--- src/rtl/rc_sup_pkg.sv ---
package rc_sup_pkg;

  // Strobes issued by control to the datapath.
  typedef struct packed {
    logic capture;    // latch channel values and the frame time
    logic steerLoad;  // register the scaled steering value
  } ctrlStrobe_t;

  // Link status returned by the datapath.
  typedef struct packed {
    logic seen;   // at least one frame since reset
    logic alive;  // seen and within the timeout window
    logic stale;  // elapsed time exceeds the timeout
    logic armOn;  // latched switch is above threshold
  } linkStat_t;

endpackage

--- src/rtl/rc_steer_map.sv ---
module rc_steer_map #(
  parameter int CH_W    = 11,
  parameter int CMD_W   = 16,
  parameter int RAW_MIN = 172,
  parameter int RAW_MAX = 1811,
  parameter int OUT_MAX = 400
) (
  input  logic [CH_W-1:0]         rawVal,
  output logic signed [CMD_W-1:0] cmdVal
);
  localparam int SPAN = RAW_MAX - RAW_MIN;
  localparam int FULL = 2 * OUT_MAX;
  localparam logic [CH_W-1:0] RAW_LO = CH_W'(RAW_MIN);
  localparam logic [CH_W-1:0] RAW_HI = CH_W'(RAW_MAX);
  localparam logic signed [CMD_W-1:0] POS_LIM = CMD_W'(OUT_MAX);
  localparam logic signed [CMD_W-1:0] NEG_LIM = -POS_LIM;

  logic [31:0] offset;
  logic [31:0] scaled;
  logic [31:0] quotient;

  always_comb begin
    offset   = 32'(rawVal) - 32'(RAW_MIN);
    scaled   = offset * 32'(FULL);
    quotient = scaled / 32'(SPAN);
    if (rawVal <= RAW_LO)
      cmdVal = NEG_LIM;
    else if (rawVal >= RAW_HI)
      cmdVal = POS_LIM;
    else
      cmdVal = $signed(CMD_W'(quotient)) - POS_LIM;
  end
endmodule

--- src/rtl/rc_sup_datapath.sv ---
module rc_sup_datapath
  import rc_sup_pkg::*;
#(
  parameter int CH_W       = 11,
  parameter int TIME_W     = 32,
  parameter int CMD_W      = 16,
  parameter int ARM_THRESH = 1750,
  parameter int TIMEOUT_MS = 300,
  parameter int RAW_MIN    = 172,
  parameter int RAW_MAX    = 1811,
  parameter int OUT_MAX    = 400
) (
  input  logic                    clk,
  input  logic                    rst_n,
  input  logic [CH_W-1:0]         armChan,
  input  logic [CH_W-1:0]         steerChan,
  input  logic [TIME_W-1:0]       nowMs,
  input  ctrlStrobe_t             strobe,
  output linkStat_t               stat,
  output logic signed [CMD_W-1:0] steerCmd
);
  localparam logic [CH_W-1:0]   ARM_LIM  = CH_W'(ARM_THRESH);
  localparam logic [TIME_W-1:0] TOUT_LIM = TIME_W'(TIMEOUT_MS);
  localparam logic [CH_W-1:0]   RAW_MID  = CH_W'((RAW_MIN + RAW_MAX) / 2);

  logic                    seenQ;
  logic                    armOnQ;
  logic [TIME_W-1:0]       lastRxQ;
  logic [CH_W-1:0]         steerRawQ;
  logic signed [CMD_W-1:0] steerCmdQ;
  logic signed [CMD_W-1:0] steerMapped;
  logic [TIME_W-1:0]       elapsed;
  logic                    staleNow;

  always_ff @(posedge clk) begin
    if (!rst_n) begin
      seenQ     <= 1'b0;
      armOnQ    <= 1'b0;
      lastRxQ   <= '0;
      steerRawQ <= RAW_MID;
    end else if (strobe.capture) begin
      seenQ     <= 1'b1;
      armOnQ    <= (armChan > ARM_LIM);
      lastRxQ   <= nowMs;
      steerRawQ <= steerChan;
    end
  end

  // Unsigned difference stays correct across a wrap of nowMs.
  always_comb begin
    elapsed  = nowMs - lastRxQ;
    staleNow = (elapsed > TOUT_LIM);
  end

  rc_steer_map #(
    .CH_W   (CH_W),
    .CMD_W  (CMD_W),
    .RAW_MIN(RAW_MIN),
    .RAW_MAX(RAW_MAX),
    .OUT_MAX(OUT_MAX)
  ) u_map (
    .rawVal(steerRawQ),
    .cmdVal(steerMapped)
  );

  always_ff @(posedge clk) begin
    if (!rst_n)
      steerCmdQ <= '0;
    else if (strobe.steerLoad)
      steerCmdQ <= steerMapped;
  end

  always_comb begin
    stat.seen  = seenQ;
    stat.stale = staleNow;
    stat.alive = seenQ & ~staleNow;
    stat.armOn = armOnQ;
    steerCmd   = steerCmdQ;
  end
endmodule

--- src/rtl/rc_sup_control.sv ---
module rc_sup_control
  import rc_sup_pkg::*;
(
  input  logic        clk,
  input  logic        rst_n,
  input  logic        chanValid,
  input  linkStat_t   stat,
  input  logic        sensorCal,
  input  logic        sysDisarmed,
  input  logic        sysArmed,
  input  logic        tiltOk,
  output ctrlStrobe_t strobe,
  output logic        armStart,
  output logic        cancelReq,
  output logic        disarmReq,
  output logic        linkAlive
);
  logic qualNow;
  logic qualPrevQ;
  logic qualRise;
  logic qualFall;
  logic failsafe;
  logic armGate;
  logic steerLoadQ;
  logic armStartQ;
  logic cancelQ;
  logic disarmQ;
  logic aliveQ;

  always_comb begin
    qualNow  = stat.alive & stat.armOn;
    qualRise = qualNow & ~qualPrevQ;
    qualFall = ~qualNow & qualPrevQ;
    failsafe = stat.seen & stat.stale & sysArmed;
    armGate  = sensorCal & sysDisarmed & tiltOk;
  end

  always_ff @(posedge clk) begin
    if (!rst_n) begin
      qualPrevQ  <= 1'b0;
      steerLoadQ <= 1'b0;
      armStartQ  <= 1'b0;
      cancelQ    <= 1'b0;
      disarmQ    <= 1'b0;
      aliveQ     <= 1'b0;
    end else begin
      qualPrevQ  <= qualNow;
      steerLoadQ <= chanValid;
      armStartQ  <= qualRise & armGate;
      cancelQ    <= qualFall | failsafe;
      disarmQ    <= (qualFall & sysArmed) | failsafe;
      aliveQ     <= stat.alive;
    end
  end

  always_comb begin
    strobe.capture   = chanValid;
    strobe.steerLoad = steerLoadQ;
    armStart         = armStartQ;
    cancelReq        = cancelQ;
    disarmReq        = disarmQ;
    linkAlive        = aliveQ;
  end
endmodule

--- src/rtl/rc_arm_supervisor.sv ---
module rc_arm_supervisor
  import rc_sup_pkg::*;
#(
  parameter int CH_W       = 11,
  parameter int TIME_W     = 32,
  parameter int CMD_W      = 16,
  parameter int ARM_THRESH = 1750,
  parameter int TIMEOUT_MS = 300,
  parameter int RAW_MIN    = 172,
  parameter int RAW_MAX    = 1811,
  parameter int OUT_MAX    = 400
) (
  input  logic                    clk,
  input  logic                    rst_n,
  input  logic [CH_W-1:0]         armChan,
  input  logic [CH_W-1:0]         steerChan,
  input  logic                    chanValid,
  input  logic [TIME_W-1:0]       nowMs,
  input  logic                    sensorCal,
  input  logic                    sysDisarmed,
  input  logic                    sysArmed,
  input  logic                    tiltOk,
  output logic                    armStart,
  output logic                    cancelReq,
  output logic                    disarmReq,
  output logic                    linkAlive,
  output logic signed [CMD_W-1:0] steerCmd
);
  ctrlStrobe_t strobe;
  linkStat_t   stat;

  rc_sup_control u_ctrl (
    .clk        (clk),
    .rst_n      (rst_n),
    .chanValid  (chanValid),
    .stat       (stat),
    .sensorCal  (sensorCal),
    .sysDisarmed(sysDisarmed),
    .sysArmed   (sysArmed),
    .tiltOk     (tiltOk),
    .strobe     (strobe),
    .armStart   (armStart),
    .cancelReq  (cancelReq),
    .disarmReq  (disarmReq),
    .linkAlive  (linkAlive)
  );

  rc_sup_datapath #(
    .CH_W      (CH_W),
    .TIME_W    (TIME_W),
    .CMD_W     (CMD_W),
    .ARM_THRESH(ARM_THRESH),
    .TIMEOUT_MS(TIMEOUT_MS),
    .RAW_MIN   (RAW_MIN),
    .RAW_MAX   (RAW_MAX),
    .OUT_MAX   (OUT_MAX)
  ) u_dp (
    .clk      (clk),
    .rst_n    (rst_n),
    .armChan  (armChan),
    .steerChan(steerChan),
    .nowMs    (nowMs),
    .strobe   (strobe),
    .stat     (stat),
    .steerCmd (steerCmd)
  );
endmodule

--- config.mk ---
export PLATFORM = sky130hd
export DESIGN_NAME = rc_arm_supervisor
export DESIGN_NICKNAME = d
export VERILOG_FILES = /design/src/rtl/rc_sup_pkg.sv /design/src/rtl/rc_steer_map.sv /design/src/rtl/rc_sup_datapath.sv /design/src/rtl/rc_sup_control.sv /design/src/rtl/rc_arm_supervisor.sv
export SDC_FILE = /design/constraint.sdc
export NUM_CORES = 1
export LEC_CHECK = 0
export BUFFER_PORTS_ARGS = -buffer_cell sky130_fd_sc_hd__buf_2
export CORE_AREA = 8 8 209 211
export CTS_CLUSTER_DIAMETER = 120
export DETAILED_ROUTE_END_ITERATION = 8
export DIE_AREA = 0 0 217 219
export PLACE_DENSITY_LB_ADDON = 0.12
export SETUP_SLACK_MARGIN = 0.05
export SLEW_MARGIN = 20
export SYNTH_ARGS = -nofsm -noshare
export SYNTH_HDL_FRONTEND = slang
export SYNTH_SLANG_ARGS = --single-unit
--- constraint.sdc ---
create_clock -name clk -period 18.4 [get_ports clk]
set_input_delay 3.68 -clock clk [delete_from_list [all_inputs] [get_ports clk]]
set_output_delay 3.68 -clock clk [all_outputs]
set_load 0.005 [all_outputs]
==> run summary <==
By area the synthesized netlist is led by sky130_fd_sc_hd__dfxtp_1 7.5%, sky130_fd_sc_hd__xnor2_1 6.6%, sky130_fd_sc_hd__ha_1 5.3%. The number of slew-limit violations in the final report is 0. The fraction of met1 tracks used by global routing came out at about two fifths.

The number of global-route vias before repair came out at approximately 23000. The number of warnings reported in the yosys synthesis log came out at 0. Setup total negative slack on the finished layout was measured at -0.837 ns. The kind of end point of the critical path is a register. In this run, synthesis inferred 0 flip-flops with an integrated enable. The run finished, with violations left. The layer flagged by global routing as most heavily used is met2. Global routing finished with a remaining overflow of 0. The biggest fanout along the worst timing path is 6.

The wire length of the first global-routing pass came out at ~120 mm. The worst setup margin is -0.530 ns. The largest net degree at the start of global routing came out at 66. The time the final worst path needs with I/O delays and setup is about 19 ns. The maximum level of the CTS H-tree came out at 3.

Setup repair after global routing could not meet its margin everywhere. The most common cell in the synthesized netlist is sky130_fd_sc_hd__nor2_1. Counting the buffers created by CTS gives 9. The vertical extent of the die is around 220 µm. The number of iterations in the first detailed-routing pass is 5. The cell type contributing the most total cell area after synthesis is sky130_fd_sc_hd__dfxtp_1. The area fraction of the dominant cell type after synthesis came out at ~7.5%. After detailed routing, the total wire length is 73.9 mm. The worst setup path is launched from a register. The post-detailed-route wirelength per cell is ~18 µm. After filler insertion, the fill cell instance count of the layout stands at 3342.

The proportion of register bits with asynchronous set or reset after synthesis came out at 0%. In this run, distinct cell masters in the synthesized netlist total 140. After floorplanning, the core was sized to cover about 0.040 mm². The global-route track usage on met3 came out at roughly 2.5%. The ratio of routed vias to standard cells is approximately 5.8. The die outline width came out at between 200 and 250 µm. The number of placed I/O pins came out at between 80 and 90. The die footprint came out at 0.0475 mm². Once the floorplan was initialized, standard cells occupied 44.3% of the core. The peak per-stage delay on the critical path is ~0.60 ns.

Across all layers, the routed design uses 23700 vias. The period utilization is 103%. The overall routing resource usage is ~29%. Prior to clock tree synthesis, the placed netlist has a worst setup slack of -1.34 ns. The critical path data arrival time is ~19 ns. The clock slew at the register clock pins of the worst setup and hold paths is 0.06 ns. The fmax came out at between 0.05 and 0.06 GHz. Cells fill between 70% and 80% of the core in the end. The clock tree from TritonCTS is yes. Sorting the synthesized cells by how often they occur yields 218 x sky130_fd_sc_hd__nor2_1, 217 x sky130_fd_sc_hd__nand2_1, 169 x sky130_fd_sc_hd__a21oi_1.

The number of port buffers is 80. The maximum root-to-sink buffer count is 2. Each instance of the synthesized netlist takes up on average between 7 and 8 µm².

Data on the critical path is required at its endpoint by 18.62 ns. The setup-violating endpoint count in the final report came out at 2. Synthesis produced a netlist with a net count of between 2000 and 3000.

In the final layout, flip-flops and latches occupy 0.00136 mm². The last weighted congestion value of the routability-driven placer is 0.975. The critical path's slowest cell is sky130_fd_sc_hd__fa_2. The post-synthesis sequential area ratio is ~7.5%.

The worst setup skew after layout came out at between 0.007 and 0.008 ns. The clock latency reported for the late side of the worst-skew pair came out at roughly 0.34 ns. Max-cap violations in this run came to 0. The checks that failed: setup timing. The class of the worst hold path is register to register. The worst-case hold slack came out at around 0.49 ns. Among all flip-flop cells after synthesis, the most frequent one is sky130_fd_sc_hd__dfxtp_1.

The remaining routing DRC violations is 0. For the pin with the worst max-slew slack, the measured transition is between 1 and 1.5 ns. The ratio of cells with drive above 1 in the final layout came out at 44.8%. The detailed router's first-iteration violation count is ~1800. The register bit count reported by yosys is 67. The final antenna-violating net count is 0. The mapped netlist covers approximately 0.018 mm².

The clock drives 67 sinks. In this run, post-CTS hold repair placed 0 buffers. The layout net count is 3680. The number of placement rows came out at 74. The root buffer cell is sky130_fd_sc_hd__clkbuf_16. After technology mapping, the gate count stands at 2505. The library cell appearing most often on the critical path is sky130_fd_sc_hd__buf_4. Relative to the synthesized area, the layout overhead comes to 63.1%.

The type of the setup path with the least slack is register to register. In this run the tightest slew margin relative to its limit is approximately 30%. The met2 track demand over resource in global routing is 50.7%. The multi-input logic area is around 0.018 mm².

The count of final hold-check violations came out at 0. The post-DP HPWL is about 60 mm. The number of antenna violations at the first check in global routing is 1.
[critical path: cells and delay by family, from the launching register on]
family	cells	cell delay [ns]
adder cells (fa/ha/maj)	2	0.83
XOR/XNOR	3	0.55
multiplexers	4	0.97
AO/OA/AOI/OAI	38	8.25
AND/OR/NAND/NOR	18	3.87
flip-flops	1	0.37
buffers and inverters	26	3.92
[flip-flops by register name, summed over array words and instances, names as in the netlist]
signal,cells
u_dp.lastRxQ,32
u_dp.steerRawQ,11
u_ctrl.qualPrevQ,1
u_dp.armOnQ,1
u_ctrl.cancelReq,1
u_ctrl.steerLoadQ,1
u_dp.steerCmd,16
u_ctrl.linkAlive,1
u_ctrl.disarmReq,1
u_dp.seenQ,1
u_ctrl.armStart,1
[layer usage]
| layer | vias up | part of all wire [%] | wire, µm |
|---|---|---|---|
| met1 | 11400 | 44 | 32800 |
| li1 | 11500 | - | - |
| met4 | 0 | 3.0 | 2250 |
| met2 | 693 | 48 | 35500 |
| met5 | - | 0 | 0 |
| met3 | 151 | 4.6 | 3370 |
[cell families (layout without fill, tap and decap cells)]
kind of cell    after synthesis  after routing  share of synthesized area, %
compound gates              814            815                          34.0
xor+xnor                    209            209                          11.0
fa+ha+maj                    89             89                          6.72
buf+inv                     223           1252                          5.57
flops                        67             67                          7.51
mux                         111            111                          6.49
other cells                   0              1                             0
simple gates                992            992                          28.7
[cell usage in the layout, fill, tap and decap left out, types with 30 or more instances in the layout]
cell type / netlist / final
sky130_fd_sc_hd__a21o_1: 44 / 40
sky130_fd_sc_hd__a21oi_1: 169 / 141
sky130_fd_sc_hd__a31oi_1: 52 / 43
sky130_fd_sc_hd__and2_1: 67 / 59
sky130_fd_sc_hd__and3_1: 37 / 30
sky130_fd_sc_hd__buf_2: 28 / 80
sky130_fd_sc_hd__buf_4: 18 / 1009
sky130_fd_sc_hd__dfxtp_1: 67 / 62
sky130_fd_sc_hd__ha_1: 76 / 64
sky130_fd_sc_hd__inv_1: 112 / 112
sky130_fd_sc_hd__mux2i_1: 85 / 70
sky130_fd_sc_hd__nand2_1: 217 / 211
sky130_fd_sc_hd__nand3_1: 81 / 73
sky130_fd_sc_hd__nand4_1: 35 / 35
sky130_fd_sc_hd__nor2_1: 218 / 208
sky130_fd_sc_hd__nor2b_1: 60 / 58
sky130_fd_sc_hd__nor3_1: 82 / 59
sky130_fd_sc_hd__o21ai_0: 116 / 102
sky130_fd_sc_hd__xnor2_1: 135 / 119
sky130_fd_sc_hd__xor2_1: 61 / 55
[path summary, 6_finish.rpt]
path | startpoint | to | slack [ns] | cells after the start
worst max-delay path | u_dp.steerRawQ[2]$_SDFFE_PN1P_ | u_dp.steerCmd[0]$_SDFFE_PN0P_ | -0.53 | 91
worst min-delay path | u_dp.armOnQ$_SDFFE_PN0P_ | u_ctrl.qualPrevQ$_SDFF_PN0_ | 0.49 | 1
worst max register to register | u_dp.steerRawQ[2]$_SDFFE_PN1P_ | u_dp.steerCmd[0]$_SDFFE_PN0P_ | -0.53 | 91
worst min register to register | u_dp.armOnQ$_SDFFE_PN0P_ | u_ctrl.qualPrevQ$_SDFF_PN0_ | 0.49 | 1
[metrics by stage]
step                      instance area [µm²]  std cells
after detailed placement                26400       3959
after floorplan                         18700       2505
after global placement                  26400       3959
after CTS                               28200       4039
after global routing                    29100       4068
final                                   29100       4068
[timing repair]
| action | CTS | global route |
|---|---|---|
| gates resized for setup | 187 | 125 |
| pin swaps | 106 | 76 |
| setup endpoints to repair | 3 | 3 |
| buffers inserted | 64 | 28 |
| gates cloned | 1 | 0 |
[layout make-up]
type / count / area share, %
Sequential cell: 67 / 4.66
Clock buffer: 9 / 0.773
Inverter: 117 / 1.54
Clock inverter: 6 / 0.472
Timing Repair Buffer: 1120 / 28.8
Tap cell: 532 / 2.28
Antenna cell: 1 / 0.00859
Multi-Input combinational cell: 2216 / 61.5
Power is left out: the tool's default activity adds up to more than one toggle a clock period on the data nets, which glitch-free logic cannot reach.
